## src/rtl/burst_pwr_pkg.sv

```systemverilog
// Shared types for the burst power sequencer.
// Assumes the delay field width is fixed at five bits for the whole block.
package burst_pwr_pkg;

    localparam int PD_DLY_W = 5;

    typedef enum logic {
        RX_SRC_TXEN = 1'b0,
        RX_SRC_RXEN = 1'b1
    } rx_src_e;

    typedef struct packed {
        logic [PD_DLY_W-1:0] pd_delay;
        rx_src_e             rx_src;
        logic                tx_fpd_en;
        logic                rx_fpd_en;
    } pwr_cfg_t;

endpackage

```

## src/rtl/strobe_sync.sv

```systemverilog
// Resynchronises N asynchronous strobes and flags their edges.
// Assumes strobes are held for at least two clock cycles between changes.
// Edge flags are combinational from the synchroniser's last two stages.
module strobe_sync #(
    parameter int N      = 2,
    parameter int STAGES = 2
) (
    input  logic         clk,
    input  logic         rst_n,
    input  logic [N-1:0] async_i,
    output logic [N-1:0] rise_o,
    output logic [N-1:0] fall_o
);

    for (genvar g = 0; g < N; g++) begin : g_lane
        logic [STAGES:0] chain;

        // Shift the strobe through the synchroniser plus one history stage.
        always_ff @(posedge clk) begin
            if (!rst_n) chain <= '0;
            else        chain <= {chain[STAGES-1:0], async_i[g]};
        end

        assign rise_o[g] =  chain[STAGES-1] & ~chain[STAGES];
        assign fall_o[g] = ~chain[STAGES-1] &  chain[STAGES];
    end

endmodule

```

## src/rtl/tx_pd_seq.sv

```systemverilog
// Transmit power sequencer: powers up on a burst start, and on a burst end
// runs a midscale flush window and a programmable delay in parallel,
// powering down once both are over. A new burst start cancels the shutdown.
// Assumes edge inputs are single-cycle pulses in this clock domain.
module tx_pd_seq #(
    parameter int DLY_W     = 5,
    parameter int FLUSH_LEN = 33
) (
    input  logic             clk,
    input  logic             rst_n,
    input  logic             tx_rise,
    input  logic             tx_fall,
    input  logic [DLY_W-1:0] pd_delay,
    output logic             tx_on,
    output logic             flush_strobe,
    output logic             midscale
);

    localparam int FCNT_W = $clog2(FLUSH_LEN);
    localparam logic [FCNT_W-1:0] FLUSH_LAST = FCNT_W'(FLUSH_LEN - 1);
    localparam logic [DLY_W-1:0]  DLY_MAX    = '1;

    logic              pending;
    logic [FCNT_W-1:0] fcnt;
    logic [DLY_W-1:0]  dcnt;
    logic              delay_done;

    assign delay_done = (dcnt >= pd_delay);

    // Power state and pending shutdown; a burst start outranks everything.
    always_ff @(posedge clk) begin
        if (!rst_n) begin
            tx_on   <= 1'b0;
            pending <= 1'b0;
        end else if (tx_rise) begin
            tx_on   <= 1'b1;
            pending <= 1'b0;
        end else if (tx_fall) begin
            pending <= 1'b1;
        end else if (pending && !midscale && delay_done) begin
            tx_on   <= 1'b0;
            pending <= 1'b0;
        end
    end

    // Flush window: one-cycle strobe and a FLUSH_LEN-cycle midscale flag.
    always_ff @(posedge clk) begin
        if (!rst_n) begin
            midscale     <= 1'b0;
            flush_strobe <= 1'b0;
            fcnt         <= '0;
        end else if (tx_rise) begin
            midscale     <= 1'b0;
            flush_strobe <= 1'b0;
            fcnt         <= '0;
        end else if (tx_fall) begin
            midscale     <= 1'b1;
            flush_strobe <= 1'b1;
            fcnt         <= '0;
        end else begin
            flush_strobe <= 1'b0;
            if (midscale) begin
                if (fcnt == FLUSH_LAST) midscale <= 1'b0;
                else                    fcnt <= fcnt + 1'b1;
            end
        end
    end

    // Power-down delay counter, saturating at its maximum.
    always_ff @(posedge clk) begin
        if (!rst_n)                     dcnt <= '0;
        else if (tx_rise || tx_fall)    dcnt <= '0;
        else if (pending && dcnt != DLY_MAX) dcnt <= dcnt + 1'b1;
    end

    p_up_on_rise_r2: assert property (@(posedge clk) disable iff (!rst_n)
        tx_rise |=> tx_on);

    p_flush_hold_r3: assert property (@(posedge clk) disable iff (!rst_n)
        (midscale && fcnt != FLUSH_LAST && !tx_rise) |=> midscale);

    p_power_in_flush_r4: assert property (@(posedge clk) disable iff (!rst_n)
        midscale |-> tx_on);

    p_cancel_r5: assert property (@(posedge clk) disable iff (!rst_n)
        (pending && tx_rise) |=> (tx_on && !midscale && !pending));

endmodule

```

## src/rtl/rx_pwr_ctl.sv

```systemverilog
// Receive power control: follows the transmit strobe inverted or the
// receive strobe directly, chosen by the source select.
// Assumes edge inputs are single-cycle pulses in this clock domain.
module rx_pwr_ctl
    import burst_pwr_pkg::*;
(
    input  logic    clk,
    input  logic    rst_n,
    input  rx_src_e src,
    input  logic    tx_rise,
    input  logic    tx_fall,
    input  logic    rx_rise,
    input  logic    rx_fall,
    output logic    rx_on
);

    logic go_up;
    logic go_down;

    // Pick the edge pair that drives the receive power state.
    always_comb begin
        if (src == RX_SRC_TXEN) begin
            go_up   = tx_fall;
            go_down = tx_rise;
        end else begin
            go_up   = rx_rise;
            go_down = rx_fall;
        end
    end

    // Receive power state, powered at reset.
    always_ff @(posedge clk) begin
        if (!rst_n)       rx_on <= 1'b1;
        else if (go_up)   rx_on <= 1'b1;
        else if (go_down) rx_on <= 1'b0;
    end

    p_txsrc_up_r6: assert property (@(posedge clk) disable iff (!rst_n)
        (src == RX_SRC_TXEN && tx_fall) |=> rx_on);

    p_rxsrc_down_r7: assert property (@(posedge clk) disable iff (!rst_n)
        (src == RX_SRC_RXEN && rx_fall && !rx_rise) |=> !rx_on);

endmodule

```

## src/rtl/burst_pwr_seq.sv

```systemverilog
// Top of the burst power sequencer: configuration register, strobe
// synchroniser, transmit sequencer and receive control.
// Assumes everything runs on the transmit clock with synchronous reset.
module burst_pwr_seq
    import burst_pwr_pkg::*;
#(
    parameter int SYNC_STAGES = 2,
    parameter int FLUSH_LEN   = 33
) (
    input  logic                clk,
    input  logic                rst_n,
    input  logic                txen_i,
    input  logic                rxen_i,
    input  logic                cfg_we,
    input  logic [PD_DLY_W-1:0] cfg_pd_delay,
    input  logic                cfg_rx_src,
    input  logic                cfg_tx_fpd_en,
    input  logic                cfg_rx_fpd_en,
    output logic                tx_power_on,
    output logic                rx_power_on,
    output logic                flush_strobe,
    output logic                midscale_insert
);

    localparam pwr_cfg_t CFG_RESET = '{
        pd_delay:  '1,
        rx_src:    RX_SRC_TXEN,
        tx_fpd_en: 1'b1,
        rx_fpd_en: 1'b1
    };

    pwr_cfg_t   cfg_q;
    logic [1:0] rise;
    logic [1:0] fall;
    logic       tx_on;
    logic       rx_on;

    // Configuration register, loaded on the write strobe.
    always_ff @(posedge clk) begin
        if (!rst_n) cfg_q <= CFG_RESET;
        else if (cfg_we) begin
            cfg_q.pd_delay  <= cfg_pd_delay;
            cfg_q.rx_src    <= rx_src_e'(cfg_rx_src);
            cfg_q.tx_fpd_en <= cfg_tx_fpd_en;
            cfg_q.rx_fpd_en <= cfg_rx_fpd_en;
        end
    end

    strobe_sync #(.N(2), .STAGES(SYNC_STAGES)) u_sync (
        .clk     (clk),
        .rst_n   (rst_n),
        .async_i ({rxen_i, txen_i}),
        .rise_o  (rise),
        .fall_o  (fall)
    );

    tx_pd_seq #(.DLY_W(PD_DLY_W), .FLUSH_LEN(FLUSH_LEN)) u_tx (
        .clk          (clk),
        .rst_n        (rst_n),
        .tx_rise      (rise[0]),
        .tx_fall      (fall[0]),
        .pd_delay     (cfg_q.pd_delay),
        .tx_on        (tx_on),
        .flush_strobe (flush_strobe),
        .midscale     (midscale_insert)
    );

    rx_pwr_ctl u_rx (
        .clk     (clk),
        .rst_n   (rst_n),
        .src     (cfg_q.rx_src),
        .tx_rise (rise[0]),
        .tx_fall (fall[0]),
        .rx_rise (rise[1]),
        .rx_fall (fall[1]),
        .rx_on   (rx_on)
    );

    assign tx_power_on = tx_on | ~cfg_q.tx_fpd_en;
    assign rx_power_on = rx_on | ~cfg_q.rx_fpd_en;

    p_flush_starts_mid_r3: assert property (@(posedge clk) disable iff (!rst_n)
        flush_strobe |-> midscale_insert);

    p_rx_hold_r9: assert property (@(posedge clk) disable iff (!rst_n)
        (cfg_we && !cfg_rx_fpd_en) |=> rx_power_on);

endmodule

```

## config.mk

```make
export PLATFORM = sky130hd
export DESIGN_NAME = burst_pwr_seq
export DESIGN_NICKNAME = d
export VERILOG_FILES = /design/src/rtl/burst_pwr_pkg.sv /design/src/rtl/strobe_sync.sv /design/src/rtl/tx_pd_seq.sv /design/src/rtl/rx_pwr_ctl.sv /design/src/rtl/burst_pwr_seq.sv
export SDC_FILE = /design/constraint.sdc
export NUM_CORES = 1
export LEC_CHECK = 0
export BUFFER_PORTS_ARGS = -buffer_cell sky130_fd_sc_hd__buf_2
export CORE_UTILIZATION = 30
export CTS_BUF_LIST = sky130_fd_sc_hd__clkbuf_4 sky130_fd_sc_hd__clkbuf_8
export CTS_CLUSTER_DIAMETER = 120
export DETAILED_ROUTE_END_ITERATION = 8
export PLACE_DENSITY_LB_ADDON = 0.05
export SLEW_MARGIN = 40
export SYNTH_ARGS = -nofsm -noshare
export SYNTH_HDL_FRONTEND = slang
export SYNTH_HIERARCHICAL = 1
export SYNTH_SLANG_ARGS = --single-unit
```

## constraint.sdc

```tcl
create_clock -name clk -period 2.3 [get_ports clk]
set_input_delay 0.23 -clock clk [delete_from_list [all_inputs] [get_ports clk]]
set_output_delay 0.23 -clock clk [all_outputs]
set_load 0.03 [all_outputs]
```

* Word level (Yosys, flattened, before mapping)
Cells that the tools add are included.
Storage, ports and cells: flip-flop bits (word level) 30, latch bits 0, bits in writable memories 0, bits in read-only memories 0, bits of input ports 13, output and inout port bits 4, logic and storage cells 56, memories 0
Cells by class: add/sub/neg operators 2, multipliers 0, divide/modulo/power cells 0, $lt $le $gt $ge 1, equal/unequal tests 3, shifts and indexed selects 0, multiplexer cells 10, bitwise gates (word level) 14, reductions and logical operators 13
Operator list (count):
- $mux W1 | 10
- $not A1 Y1 | 8
- $add A6 B1 Y6 const B | 1
- $eq A6 B6 Y1 const B | 1
- $reduce_or A2 Y1 | 3
- $add A5 B1 Y5 const B | 1
- $ge A5 B5 Y1 | 1
- $ne A5 B5 Y1 const B | 1
- $and A1 B1 Y1 | 4
- $reduce_and A2 Y1 | 2
- $reduce_bool A2 Y1 | 2
- $logic_and A1 B1 Y1 | 3
- $reduce_or A3 Y1 | 1
- $ne A2 B1 Y1 const B | 1
- $or A1 B1 Y1 | 2
- $logic_not A1 Y1 | 1
- $logic_or A1 B1 Y1 | 1

* Logic depth before layout (Yosys ltp)
Gate-level depths: netlist (run 1).
depth after elaboration 6, mapped depth 8, depth with buffers taken out 7

* Hierarchy
The synthesis (run 1) kept the hierarchy.
Modules (own cells, without submodules):
- tx_pd_seq | times used 1, cells each 83, area each 775.7 µm², sequential area each 300.3 µm²
- burst_pwr_seq | times used 1, cells each 28, area each 300.3 µm², sequential area each 160.2 µm²
- strobe_sync | times used 1, cells each 16, area each 182.7 µm², sequential area each 120.1 µm²
- rx_pwr_ctl | times used 1, cells each 5, area each 61.3 µm², sequential area each 20.0 µm²

* Worst setup path after synthesis (run 1)
OpenSTA, ideal clock, no wires.
kind register to register, start register u_tx.dcnt[0], end register u_tx.dcnt[3], setup time 0.117 ns, data arrival time 1.432 ns, required time 2.183 ns, setup slack 0.751 ns, cell stages (with the launch flop) 9, path buffers 1, clock period less this slack 1.549 ns, cells stage by stage dfxtp_1 > ha_1 > and3_1 > ha_1 > and2b_1 > buf_4 > nand4_1 > xor2_1 > nor2_1
Between the ends: word-level cells in the longest chain between the ends 2, elaborated cells between the ends (all ways) 3, those cells by class 1 x add/sub; 1 x eq/ne; 1 x reduce/logical
RTL lines:
- from (decl) | line tx_pd_seq.sv:25 | logic [DLY_W-1:0] dcnt;
- from (signal assigned) | line tx_pd_seq.sv:73 | else if (pending && dcnt != DLY_MAX) dcnt <= dcnt + 1'b1;
- parallel branches: the longest is 2 deep, another holds $add A5 B1 Y5
Parallel ways; which one is timed is not known. A chain may end at the register's enable or synchronous reset.

* Final worst setup path (run 1)
Ends and elaborated chain as after synthesis.

==> run summary, run 1 <==
Fill count = 434
Worst hold path class = primary input to flop
Leakage = 0.713 nW
Longest Clk Path Bufs = 2
Max-cap violations = 0
CP arrival = 1830 ps
Port Buffers = 16
Placer Congestion = 0.696
Yosys cell types = 33
Fin nets = 173
Largest family of logic cells by synthesized area = simple AND/OR/NAND/NOR gates
Worst setup path category = flop to flop
Die width = 68.3 um
Syn Nets = 154
Via density per instance = 4.42
Final worst path period need = 1680 ps
Async S/R FF share, synth = 0
WP data required = 2450 ps
Power density over cell area = 686 mW/mm^2
HPWL after detailed placement = 1590 um
Top cell type's share of synthesized area = 0.455
Row Count = 23
Hold_buf cts = 0
CTS sink count = 30
Register area share after synthesis = 0.455
Slew headroom = 0.696
Global-route wire length before repair = 3670 um
Drt first pass iters = 3
Number of synthesized flops with an enable pin = 0
Share of the clock period used by the worst path = 0.732
Via count = 884
Root buffer cell = clkbuf_8
Worst Hold Depth = 2
DRT iter0 DRCs = 29
Startpoint types = flop
#FFs+latches synth = 30
Compound-Gate Fraction of Synth Area = 0.0730
Area grow syn2layout = 15.0%
Global Route Usage Sum = 0.112
IO Count = 17
Reg2Reg Depth = 7
XOR/XNOR share of the synthesized area = 0.0464
Mux cell area share after synthesis = 0.102
Vias in the first global route = 833
Netlist area before placement = 0.00132 sq mm
Pins Over Slew Limit = 0
Post-synth top area cell = dfxtp_1
Antenna Cells = 0
Area share of and/or/nand/nor cells after synthesis = 0.194
CP max FO = 5
Post-DP Area = 0.00144 sq mm
Worst Setup End Kind = flop
Synth cell count leaders = dfxtp_1 (30), mux2i_1 (12), nand2_1 (11), nor2_1 (11), ha_1 (9)
WL/cell = 10.8 um
Peak supply drop = 0.347 mV
Worst-Margin Slew = 456 ps
Cells after Synth = 132
Share of cells above drive strength 1 = 0.180
Final setup fails = 0
Synth area leaders = dfxtp_1 (45%), mux2i_1 (9.1%), ha_1 (8.5%)
Post-CTS setup repair buffer count = 0
Ys flop type = dfxtp_1
Largest net degree at the start of global routing = 18
TNS Setup = 0 ps
Syn Area/Cell = 10.0 sq um
Most common cell in the synthesized netlist = dfxtp_1
H-tree depth = 2
Clock skew = 3.50 ps
Util after Layout = 0.369
Adder-Cell Fraction of Synth Area = 0.0853
Final WL = 2160 um
Final Hold Vio Count = 0
CTS tree = yes
Clk slew on worst S/H paths = 60 ps
Ys Warns = 6
Inserted Clock Buffers = 5
Vert. Die Dim = 68.3 um
Fmax = 594 MHz
Post-DRT Antenna Nets = 0
Hold slack = 164 ps
RSZ-0062 raised after global routing = no
Die area = 0.00467 sq mm
Initial antenna violation count = 0
Placement Setup Slack = 644 ps
Starting Density = 0.321
Core area = 0.00412 sq mm
Final WS setup = 617 ps
Status = completed
DRC errors left = 0
Clock latency on the worst-skew pair = 270 ps
Post-cts gate resize count = 0
GRT overflow = 0
Post-route cell area = 0.00152 sq mm
[kinds of logic after synthesis]
kind of cell | after synthesis
buf+inv | 12
flops | 30
simple gates | 48
xor+xnor | 7
compound gates | 13
fa+ha+maj | 9
mux | 13
[final cells by class]
cell class | count | area (sq um) | area share
multi-input cells | 90 | 662 | 0.436
flip-flops and latches | 30 | 601 | 0.396
repair buffers | 16 | 80.1 | 0.0528
inverters | 8 | 30.0 | 0.0198
well taps | 50 | 62.6 | 0.0412
clock buffers | 6 | 82.6 | 0.0544
[cells in the final DEF, fill, tap and decap left out, drive strengths merged]
master and count:
buf 16, o211ai 1, clkbuf 6, o211a 1
ha 9, and2 7, nand3 1, a21boi 2
nor2 11, o21ai 2, nand2 11, a21oi 3
inv 8, and3 2, and2b 1, o21a 1
nand2b 4, xnor2 2, xor2 5, dfxtp 30
nand4 3, a31oi 1, nor4b 1, o31a 1
mux2i 12, nand3b 1, mux2 1, a21o 1
nor2b 6
[metrics by stage]
stage	cells	power [mW]
after global routing	200	1.10
after floorplan	132	0.619
after global placement	194	0.642
after detailed placement	194	0.643
final	200	1.04
after CTS	200	1.06
[state kept, by name (all words and copies together), names as in the netlist, 5 cells and up]
signal               count
cfg_q                    8
u_sync/g_lane.chain      6
u_tx/dcnt                5
u_tx/fcnt                6
[critical path, cell delays in order, from the launching register on]
cell and delay (ps):
dfxtp_1 350, ha_1 220, and3_1 190, ha_1 170, and2b_1 300, nand4_1 140
xor2_1 150, nor2_1 50
[routing by layer]
metal / GRT usage / up-vias / wire length [um]
li1: - / 472 / -
met1: 0.128 / 395 / 1080
met2: 0.172 / 13 / 967
met3: 0.0600 / 4 / 84
met4: 0.0469 / 0 / 30
met5: 0 / - / 0
[report_power, final]
| group | leakage, nW | internal (mW) | switching, mW |
|---|---|---|---|
| combinational | 0.425 | 0.0383 | 0.0424 |
| sequential | 0.245 | 0.538 | 0.0107 |
| clock | 0.0431 | 0.230 | 0.181 |
[path summary, 6_finish.rpt]
| kind | startpoint | end | slack [ps] |
|---|---|---|---|
| max | u_tx/dcnt[0] | u_tx/dcnt[3] | 620 |
| min | rxen_i | u_sync/g_lane[1].chain[0] | 160 |
| max reg2reg | u_tx/dcnt[0] | u_tx/dcnt[3] | 620 |
| min reg2reg | u_sync/g_lane[0].chain[0] | u_sync/g_lane[0].chain[1] | 430 |
No activity file was read; power rests on OpenSTA's default activity.
==> run 2, diff against run 1 <==
Clock period 2.3 ns to 1.6 ns, I/O delays scaled along.
==> run summary, run 2 (synthesized netlist as in run 1, its figures left out) <==
Largest net degree at the start of global routing = 17 (-1)
Die area = 0.00467 sq mm (unchanged)
Min-Delay Startpoint = rxen_i
Global-route wire length before repair = 3990 um (+8.7%)
Status = completed
Tot Pwr = 1.55 mW (+49%)
Worst hold path class = primary input to flop
Max reg flops = 8 (unchanged)
Longest Clk Path Bufs = 2 (unchanged)
Final setup fails = 0 (unchanged)
CP peak stage delay = 340 ps (about the same)
Drt first pass iters = 4 (+1)
H-tree depth = 2 (unchanged)
Fill count = 425 (-2.1%)
IO Count = 17 (unchanged)
Reg2Reg Depth = 7 (unchanged)
Most frequent cells in the layout = dfxtp_1 (28), buf_2 (16), mux2i_1 (12), nand2_1 (11), nor2_1 (11)
Regs by FF count = cfg_q x8, u_sync/g_lane.chain x6, u_tx/fcnt x6
Core area = 0.00412 sq mm (unchanged)
Row Count = 23 (unchanged)
Worst setup path category = flop to flop
Final worst path period need = 1520 ps (-161 ps)
Slowest stage cell, crit path = dfxtp_2
Clock skew = 3.88 ps (+0.381 ps)
Area grow syn2layout = 20.9%
Clock network power share = 0.410 (+0.015)
Vert. Die Dim = 68.3 um (unchanged)
HPWL after detailed placement = 1670 um (+5.0%)
Fmax = 657 MHz (+11%)
Leakage = 0.741 nW (+3.9%)
Largest register by flop count = cfg_q
Share of the clock period used by the worst path = 0.952 (+0.220)
Global Route Usage Sum = 0.121 (+0.00929)
RSZ-0062 raised after global routing = yes
CTS sink count = 30 (unchanged)
Worst-Margin Slew = 432 ps (-23.7 ps)
Combinational share of power = 0.080 (+0.002)
Startpoint types = flop
Power density over cell area = 970 mW/mm^2 (+41%)
WP data required = 1760 ps (-690 ps)
Antenna Cells = 0 (unchanged)
Post-CTS setup repair buffer count = 0 (unchanged)
Start point of the critical path = u_tx/dcnt[0]
CP max FO = 5 (unchanged)
Clock latency on the worst-skew pair = 280 ps (about the same)
Pins Over Slew Limit = 0 (unchanged)
Final WL = 2290 um (+6.0%)
Worst setup endpoint = u_tx/dcnt[3]
Inserted Clock Buffers = 5 (unchanged)
Commonest non-fill, non-tap cell in the layout = dfxtp_1
TNS Setup = 0 ps (unchanged)
Crit-path cells = ha_4, and3_4, ha_2, and2b_2, nand4_1, xor2_1, nor2_1
CP arrival = 1680 ps (-150 ps)
Root buffer cell = clkbuf_8
Vias in the first global route = 925 (+11%)
R2R Setup Slk = 80 ps (-540 ps)
Sw frac = 0.226 (+0.00150)
WL/cell = 11.1 um (+2.4%)
Flop pwr share = 0.510 (-0.017)
Die width = 68.3 um (unchanged)
Slew headroom = 0.712 (+0.0158)
R2r endpoint = u_tx/dcnt[3]
Peak supply drop = 0.451 mV (+30%)
Via count = 890 (+0.68%)
Post-DRT Antenna Nets = 0 (unchanged)
Switching Power = 0.350 mW (+50%)
DRT iter0 DRCs = 18 (-38%)
Share of cells above drive strength 1 = 0.255 (+0.0748)
Starting Density = 0.321 (unchanged)
Final Hold Vio Count = 0 (unchanged)
Fin nets = 178 (+2.9%)
Initial antenna violation count = 0 (unchanged)
Worst Setup End Kind = flop
Placer Congestion = 0.641 (-8.0%)
CTS tree = yes
Port Buffers = 16 (unchanged)
Max-cap violations = 0 (unchanged)
DRC errors left = 0 (unchanged)
Clk slew on worst S/H paths = 60 ps (about the same)
P_int = 1.20 mW (+48%)
GRT overflow = 0 (unchanged)
R2r startpoint = u_tx/dcnt[0]
Via density per instance = 4.30 (-2.7%)
-- run 2: cell count changes in the layout (fill, tap and decap cells not counted), moves of 2 or more --
| cell | previous run | this run |
|---|---|---|
| dfxtp_1 | 30 | 28 |
| buf_4 | 0 | 4 |
| ha_1 | 9 | 7 |
| dfxtp_2 | 0 | 2 |
-- run 2: layout make-up --
class / instances / area [sq um] / area share
tap: 50 / 62.6 / 0.0392
multi-input combinational: 90 / 683 / 0.428
sequential: 30 / 603 / 0.378
clock buffer: 7 / 90.1 / 0.0565
inverter: 8 / 30.0 / 0.0188
clock inverter: 1 / 5.00 / 0.00314
timing repair buffer: 21 / 121 / 0.0761
-- run 2: timing repair --
action / in CTS / in global routing
pin swaps: 0 / 1
hold buffers: 0 / 0
cloned: 0 / 0
endpoints found under the setup margin: 1 / 4
gates resized for setup: 1 / 7
-- run 2: power groups by stage --
stage	registers [mW]	clock network [mW]	logic, mW
after floorplan	0.803	0	0.0869
after global placement	0.804	0	0.123
after detailed placement	0.805	0	0.125
after CTS	0.788	0.670	0.126
after global routing	0.791	0.704	0.141
final	0.788	0.635	0.124
-- run 2: worst min-delay path by stage --
stage | endpoint | slack, ps | cells after the start
floorplan | u_rx/rx_on | 220 | 1
global placement | u_sync/g_lane[0].chain[0] | 370 | 2
detailed placement | u_sync/g_lane[1].chain[0] | 380 | 2
CTS | u_sync/g_lane[1].chain[0] | 80 | 2
global route | u_sync/g_lane[1].chain[0] | 80 | 2
finish | u_sync/g_lane[1].chain[0] | 90 | 2
-- run 2: stage by stage --
step                      area, sq um  cells   util  worst slack [ps]  hold slack (ps)
final                            1600    207  0.388              77.3             89.4
after global placement           1470    199  0.358              28.7              371
after global routing             1600    207  0.388             -7.79             80.7
after detailed placement         1470    199  0.358             -29.9              375
after floorplan                  1320    132      -              51.0              225
after CTS                        1570    207  0.381              4.68             77.7
-- run 2: critical path, delay by kind of cell, from the launching register on --
family	cells	cell delay (ps)
adders and majority gates	2	310
and+or+nand+nor	4	600
DFF	1	340
xor gates and xnor gates	1	150
-- run 2: metal layers --
layer	up-vias	track usage	wire length [um]
met4	0	0.0547	17
met1	389	0.141	1170
met5	-	0	0
met3	2	0.0600	112
li1	485	-	-
met2	14	0.185	991
